--- src/rtl/bfs_pkg.sv ---
package bfs_pkg;
  localparam int FN_W      = 11;  // register-form function field width
  localparam int IMM_W     = 16;  // immediate field width
  localparam int CODE_W    = 5;   // field-operation code at the top of the immediate
  localparam int POS_W     = 5;   // start / width / end position width
  localparam int HI_POS    = 6;   // lsb of the width/end position in the immediate
  localparam int LEFT_BIT  = 10;  // selects left shift
  localparam int ARITH_BIT = 9;   // selects arithmetic right shift
  localparam logic [CODE_W-1:0] CODE_EXT = 5'b01000;
  localparam logic [CODE_W-1:0] CODE_INS = 5'b10000;

  typedef enum logic [1:0] {OP_SHIFT, OP_EXTRACT, OP_INSERT} op_kind_e;
  typedef enum logic [1:0] {SH_LOGIC, SH_ARITH, SH_LEFT} sh_kind_e;
endpackage

--- src/rtl/bfs_decode.sv ---
module bfs_decode
  import bfs_pkg::*;
#(
  parameter int AMT_W = 5
) (
  input  logic             imm_form,
  input  logic [FN_W-1:0]  func_field,
  input  logic [IMM_W-1:0] imm_field,
  input  logic [AMT_W-1:0] b_amt,
  output op_kind_e         op_kind,
  output sh_kind_e         sh_kind,
  output logic [AMT_W-1:0] amount,
  output logic [AMT_W-1:0] fld_hi,
  output logic [AMT_W-1:0] fld_lo
);
  logic [CODE_W-1:0] code;
  logic left_bit, arith_bit;
  logic unused_dec;

  assign code       = imm_field[IMM_W-1 -: CODE_W];
  assign unused_dec = ^{func_field[ARITH_BIT-1:0], imm_field[HI_POS-1:AMT_W]};

  always_comb begin
    left_bit  = imm_form ? imm_field[LEFT_BIT]  : func_field[LEFT_BIT];
    arith_bit = imm_form ? imm_field[ARITH_BIT] : func_field[ARITH_BIT];
    amount    = imm_form ? imm_field[AMT_W-1:0] : b_amt;
    fld_lo    = imm_field[AMT_W-1:0];
    fld_hi    = imm_field[HI_POS +: AMT_W];
    if (imm_form && code == CODE_EXT)      op_kind = OP_EXTRACT;
    else if (imm_form && code == CODE_INS) op_kind = OP_INSERT;
    else                                   op_kind = OP_SHIFT;
    if (left_bit)       sh_kind = SH_LEFT;
    else if (arith_bit) sh_kind = SH_ARITH;
    else                sh_kind = SH_LOGIC;
  end
endmodule

--- src/rtl/bfs_rshift.sv ---
module bfs_rshift #(
  parameter int DATA_W = 32,
  parameter int AMT_W  = 5
) (
  input  logic [DATA_W-1:0] din,
  input  logic [AMT_W-1:0]  amt,
  input  logic              fill,
  output logic [DATA_W-1:0] dout
);
  logic [DATA_W-1:0] stage [AMT_W+1];
  assign stage[0] = din;

  for (genvar k = 0; k < AMT_W; k++) begin : g_stage
    localparam int STEP = 1 << k;
    assign stage[k+1] = amt[k] ? {{STEP{fill}}, stage[k][DATA_W-1:STEP]} : stage[k];
  end

  assign dout = stage[AMT_W];
endmodule

--- src/rtl/bfs_datapath.sv ---
module bfs_datapath
  import bfs_pkg::*;
#(
  parameter int DATA_W = 32,
  parameter int AMT_W  = 5
) (
  input  op_kind_e          op_kind,
  input  sh_kind_e          sh_kind,
  input  logic [AMT_W-1:0]  amount,
  input  logic [AMT_W-1:0]  fld_hi,
  input  logic [AMT_W-1:0]  fld_lo,
  input  logic [DATA_W-1:0] src_a,
  input  logic [DATA_W-1:0] dest_old,
  output logic [DATA_W-1:0] result_c,
  output logic [DATA_W-1:0] ins_mask
);
  localparam logic [DATA_W-1:0] ONES = {DATA_W{1'b1}};

  function automatic logic [DATA_W-1:0] bit_rev(input logic [DATA_W-1:0] v);
    for (int i = 0; i < DATA_W; i++) bit_rev[i] = v[DATA_W-1-i];
  endfunction

  // ones in the low w bits
  function automatic logic [DATA_W-1:0] low_mask(input logic [AMT_W-1:0] w);
    if (w == '0) return '0;
    return ONES >> (DATA_W - int'(w));
  endfunction

  // ones strictly above last XOR ones from start upward
  function automatic logic [DATA_W-1:0] span_mask(input logic [AMT_W-1:0] last,
                                                  input logic [AMT_W-1:0] start);
    logic [DATA_W:0]   above;
    logic [DATA_W-1:0] from_s;
    above  = {(DATA_W+1){1'b1}} << (int'(last) + 1);
    from_s = ONES << start;
    return above[DATA_W-1:0] ^ from_s;
  endfunction

  logic              go_left, fill;
  logic [AMT_W-1:0]  sh_amt;
  logic [DATA_W-1:0] sh_in, sh_out, shifted;

  assign go_left = (op_kind == OP_SHIFT && sh_kind == SH_LEFT) || op_kind == OP_INSERT;
  assign fill    = (op_kind == OP_SHIFT) && (sh_kind == SH_ARITH) && src_a[DATA_W-1];
  assign sh_amt  = (op_kind == OP_SHIFT) ? amount : fld_lo;
  assign sh_in   = go_left ? bit_rev(src_a) : src_a;

  bfs_rshift #(.DATA_W(DATA_W), .AMT_W(AMT_W)) i_rshift (
    .din (sh_in),
    .amt (sh_amt),
    .fill(fill),
    .dout(sh_out)
  );

  assign shifted  = go_left ? bit_rev(sh_out) : sh_out;
  assign ins_mask = span_mask(fld_hi, fld_lo);

  always_comb begin
    case (op_kind)
      OP_EXTRACT: result_c = shifted & low_mask(fld_hi);
      OP_INSERT:  result_c = (shifted & ins_mask) | (dest_old & ~ins_mask);
      default:    result_c = shifted;
    endcase
  end
endmodule

--- src/rtl/bfs_unit.sv ---
module bfs_unit
  import bfs_pkg::*;
#(
  parameter int DATA_W = 32
) (
  input  logic              clk,
  input  logic              rst_n,
  input  logic              in_valid,
  input  logic              imm_form,
  input  logic [FN_W-1:0]   func_field,
  input  logic [IMM_W-1:0]  imm_field,
  input  logic [DATA_W-1:0] opnd_a,
  input  logic [DATA_W-1:0] opnd_b,
  input  logic [DATA_W-1:0] dest_old,
  output logic              out_valid,
  output logic [DATA_W-1:0] result
);
  localparam int AMT_W = $clog2(DATA_W);

  op_kind_e          op_kind;
  sh_kind_e          sh_kind;
  logic [AMT_W-1:0]  amount, fld_hi, fld_lo;
  logic [DATA_W-1:0] result_c, ins_mask;
  logic              unused_b;

  assign unused_b = ^opnd_b[DATA_W-1:AMT_W];

  bfs_decode #(.AMT_W(AMT_W)) i_decode (
    .imm_form  (imm_form),
    .func_field(func_field),
    .imm_field (imm_field),
    .b_amt     (opnd_b[AMT_W-1:0]),
    .op_kind   (op_kind),
    .sh_kind   (sh_kind),
    .amount    (amount),
    .fld_hi    (fld_hi),
    .fld_lo    (fld_lo)
  );

  bfs_datapath #(.DATA_W(DATA_W), .AMT_W(AMT_W)) i_datapath (
    .op_kind (op_kind),
    .sh_kind (sh_kind),
    .amount  (amount),
    .fld_hi  (fld_hi),
    .fld_lo  (fld_lo),
    .src_a   (opnd_a),
    .dest_old(dest_old),
    .result_c(result_c),
    .ins_mask(ins_mask)
  );

  always_ff @(posedge clk) begin
    if (!rst_n) begin
      out_valid <= 1'b0;
      result    <= '0;
    end else begin
      out_valid <= in_valid;
      if (in_valid) result <= result_c;
    end
  end
endmodule

--- config.mk ---
export PLATFORM = sky130hd
export DESIGN_NAME = bfs_unit
export DESIGN_NICKNAME = d
export VERILOG_FILES = /design/src/rtl/bfs_pkg.sv /design/src/rtl/bfs_decode.sv /design/src/rtl/bfs_rshift.sv /design/src/rtl/bfs_datapath.sv /design/src/rtl/bfs_unit.sv
export SDC_FILE = /design/constraint.sdc
export NUM_CORES = 1
export LEC_CHECK = 0
export BUFFER_PORTS_ARGS = -buffer_cell sky130_fd_sc_hd__buf_2
export CORE_ASPECT_RATIO = 1.1
export CORE_MARGIN = 5
export CORE_UTILIZATION = 55
export DETAILED_ROUTE_END_ITERATION = 12
export GPL_TIMING_DRIVEN = 0
export HOLD_SLACK_MARGIN = 0.05
export PLACE_DENSITY = 0.92
export SKIP_LAST_GASP = 1
export SLEW_MARGIN = 10
export SYNTH_ARGS = -nofsm -noshare
export SYNTH_HDL_FRONTEND = slang
export SYNTH_HIERARCHICAL = 1
export SYNTH_SLANG_ARGS = --single-unit
--- constraint.sdc ---
create_clock -name clk -period 8.2 [get_ports clk]
set_clock_uncertainty 0.2 [all_clocks]
set_input_delay 1.64 -clock clk [delete_from_list [all_inputs] [get_ports clk]]
set_output_delay 1.64 -clock clk [all_outputs]
set_load 0.05 [all_outputs]
==> impl_metrics.yaml <==
global_route:
  grt_pass1_wl_mm: 37.2
  grt_use_total_pct: 32.3
  grt_overflow_total: 0
  grt_max_degree: 13
  grt_pass1_vias: 7131
  antenna_found_initial: 0
detailed_routing:
  vias_per_cell: 6.71
  ant_nets: 0
  drt-wirelength-per-cell_um: 22.3
  vias: 7203
  drcViolationCount: 0
  wl_mm: 24.0
  first_pass_iters: 8
  drt_iter0_markers: 813
yosys:
  synth_area_mm2: 0.00658
  syn_inst: 795
  synth_nets: 935
  synth_area_per_cell_um2: 8.28
  ys_warn_count: 6
clock_network:
  clock_sinks: 33
  cts_resized: 0
  cts_setup_buffers: 0
  cts_root_buffer: "clkbuf_16"
  cts.path.max_buffers: 2
  htreeDepth: 2
  cts_tree: "yes"
  clock_latency_ns: 0.27
  hold_buffers: 0
  clk_pin_slew_ns: 0.06
  cts_buffers: 5
sta:
  maxSlewViolCount: 0
  period_minus_slack_ns: 7.25
  holdWs_ns: 0.316
  finalCritPeriodShare_pct: 88.5
  max_freq_ghz: 0.138
  slew_headroom_pct: 24.3
  tightest_slew_ns: 1.13
  setup_tns_ns: 0
  setup_viol: 0
  rsz0062_at_grt: "false"
  hold_viol: 0
final_layout:
  nFillCells: 1035
  antennaDiodeCount: 0
  area_growth_pct: 14.4
  fin_area_mm2: 0.00753
  layout.nets: 1059
  drive_gt1_share_pct: 29.8
critical_path:
  cp-end-kind: "flip-flop"
  crit_required_ns: 8.17
  critical_path_class: "input pin to flip-flop"
  crit_fanout: 10
  rr_worst_depth: 2
  start_kind: "input pin"
  crit_arrival_ns: 7.22
power:
  switchingPower_w: 0.000485
  power_density_mw_per_mm2: 143
  seqPwrFrac_pct: 17.2
  p_comb_share_pct: 63.0
  p_leak_nw: 3.20
  power.share.clock_pct: 19.8
  swShare_pct: 45.2
  peakVddDrop_mv: 0.109
  p_int_w: 0.000589
job:
  max_cap_viol_count: 0
placement:
  dp_hpwl_mm: 19.3
  dpl_cell_area_mm2: 0.00736
  place_congestion: 1.04
  numPortBuffers: 117
floorplan:
  row_count: 42
  die_height_um: 125
  dieArea_mm2: 0.0143
  io_pins: 160
  core_mm2: 0.0119
  die_x_um: 114
  initial_utilization_pct: 55.4
min_path:
  holdPathStages: 2
  min_path_type: "flip-flop to flip-flop"
run_status:
  outcome: "finished clean"
[per-stage QoR]
stage / power, W / utilization (%) / setup slack, ns / instances
detailed placement: 0.000838 / 62.0 / 0.839 / 1066
finish: 0.00107 / 63.4 / 0.947 / 1074
CTS: 0.00105 / 63.4 / 1.13 / 1074
global placement: 0.000827 / 62.0 / 0.882 / 1066
global route: 0.00112 / 63.4 / 0.805 / 1074
floorplan: 0.000663 / - / 1.85 / 795
[flip-flops by register name (all words and copies together) (netlist names)]
| signal | cells |
|---|---|
| result | 32 |
| out_valid | 1 |
[routing by layer]
metal / share of wire [%] / track usage (%)
met1: 35 / 38.9
met2: 45 / 52.4
met3: 10 / 4.52
met4: 9.6 / 22.2
met5: 0 / 0
[cell type report]
cell class | instances | area, µm² | share of cell area (%)
Inverter | 21 | 78.8 | 1.05
Tap cell | 154 | 193 | 2.56
Sequential cell | 33 | 661 | 8.77
Clock buffer | 5 | 125 | 1.66
Clock inverter | 3 | 46.3 | 0.615
Timing Repair Buffer | 117 | 586 | 7.78
Buffer | 79 | 467 | 6.20
Multi-Input combinational cell | 662 | 5380 | 71.4
[power by group through the flow]
| stage | Sequential, W | Clock, W | Combinational, W |
|---|---|---|---|
| 3_5_place_dp | 0.000188 | 0 | 0.000650 |
| 5_1_grt | 0.000187 | 0.000222 | 0.000707 |
| 3_3_place_gp | 0.000188 | 0 | 0.000639 |
| 4_1_cts | 0.000185 | 0.000215 | 0.000654 |
| 6_report | 0.000185 | 0.000212 | 0.000677 |
| 2_1_floorplan | 0.000245 | 0 | 0.000418 |
[worst max-delay path, stage by stage]
cell	delay, ns
buf_2	0.10
or4b_4	0.54
nor3b_2	0.21
inv_1	0.09
ha_1	0.20
clkbuf_1	0.28
a31oi_1	0.22
buf_2	0.31
buf_2	0.35
buf_2	0.33
mux2_2	0.44
mux4_2	0.57
a32o_1	0.31
a221oi_1	0.36
o221ai_1	0.40
mux2i_1	0.25
a21oi_1	0.08
a311o_1	0.36
mux2i_1	0.13
nor2b_1	0.06
[placed cells by master (no fill, tap or decap), drive strengths merged, types with 3 or more instances in the layout]
| cell | count |
|---|---|
| o211ai | 8 |
| xor2 | 9 |
| a311o | 11 |
| or3 | 6 |
| a21o | 4 |
| nor2b | 42 |
| and2 | 10 |
| a21oi | 45 |
| a31o | 4 |
| nor3b | 4 |
| a221oi | 3 |
| mux2 | 54 |
| a211oi | 5 |
| nor2 | 33 |
| mux4 | 31 |
| a21boi | 5 |
| a31oi | 7 |
| o21ai | 44 |
| and3 | 4 |
| inv | 21 |
| clkbuf | 39 |
| nand3 | 23 |
| or2 | 5 |
| o32ai | 5 |
| xnor2 | 24 |
| nand2b | 10 |
| a22oi | 7 |
| o221ai | 11 |
| ha | 13 |
| buf | 162 |
| mux2i | 108 |
| nand2 | 70 |
| o22ai | 9 |
| dfxtp | 33 |
| nor3 | 14 |
| a32oi | 4 |
[final timing paths]
kind	start	slack, ns	endpoint
max	imm_field[12]	0.95	result[28]
min	result[28]	0.32	result[28]
max reg2reg	result[30]	7.29	result[30]
min reg2reg	result[28]	0.32	result[28]
No activity file was read; power rests on OpenSTA's default activity.
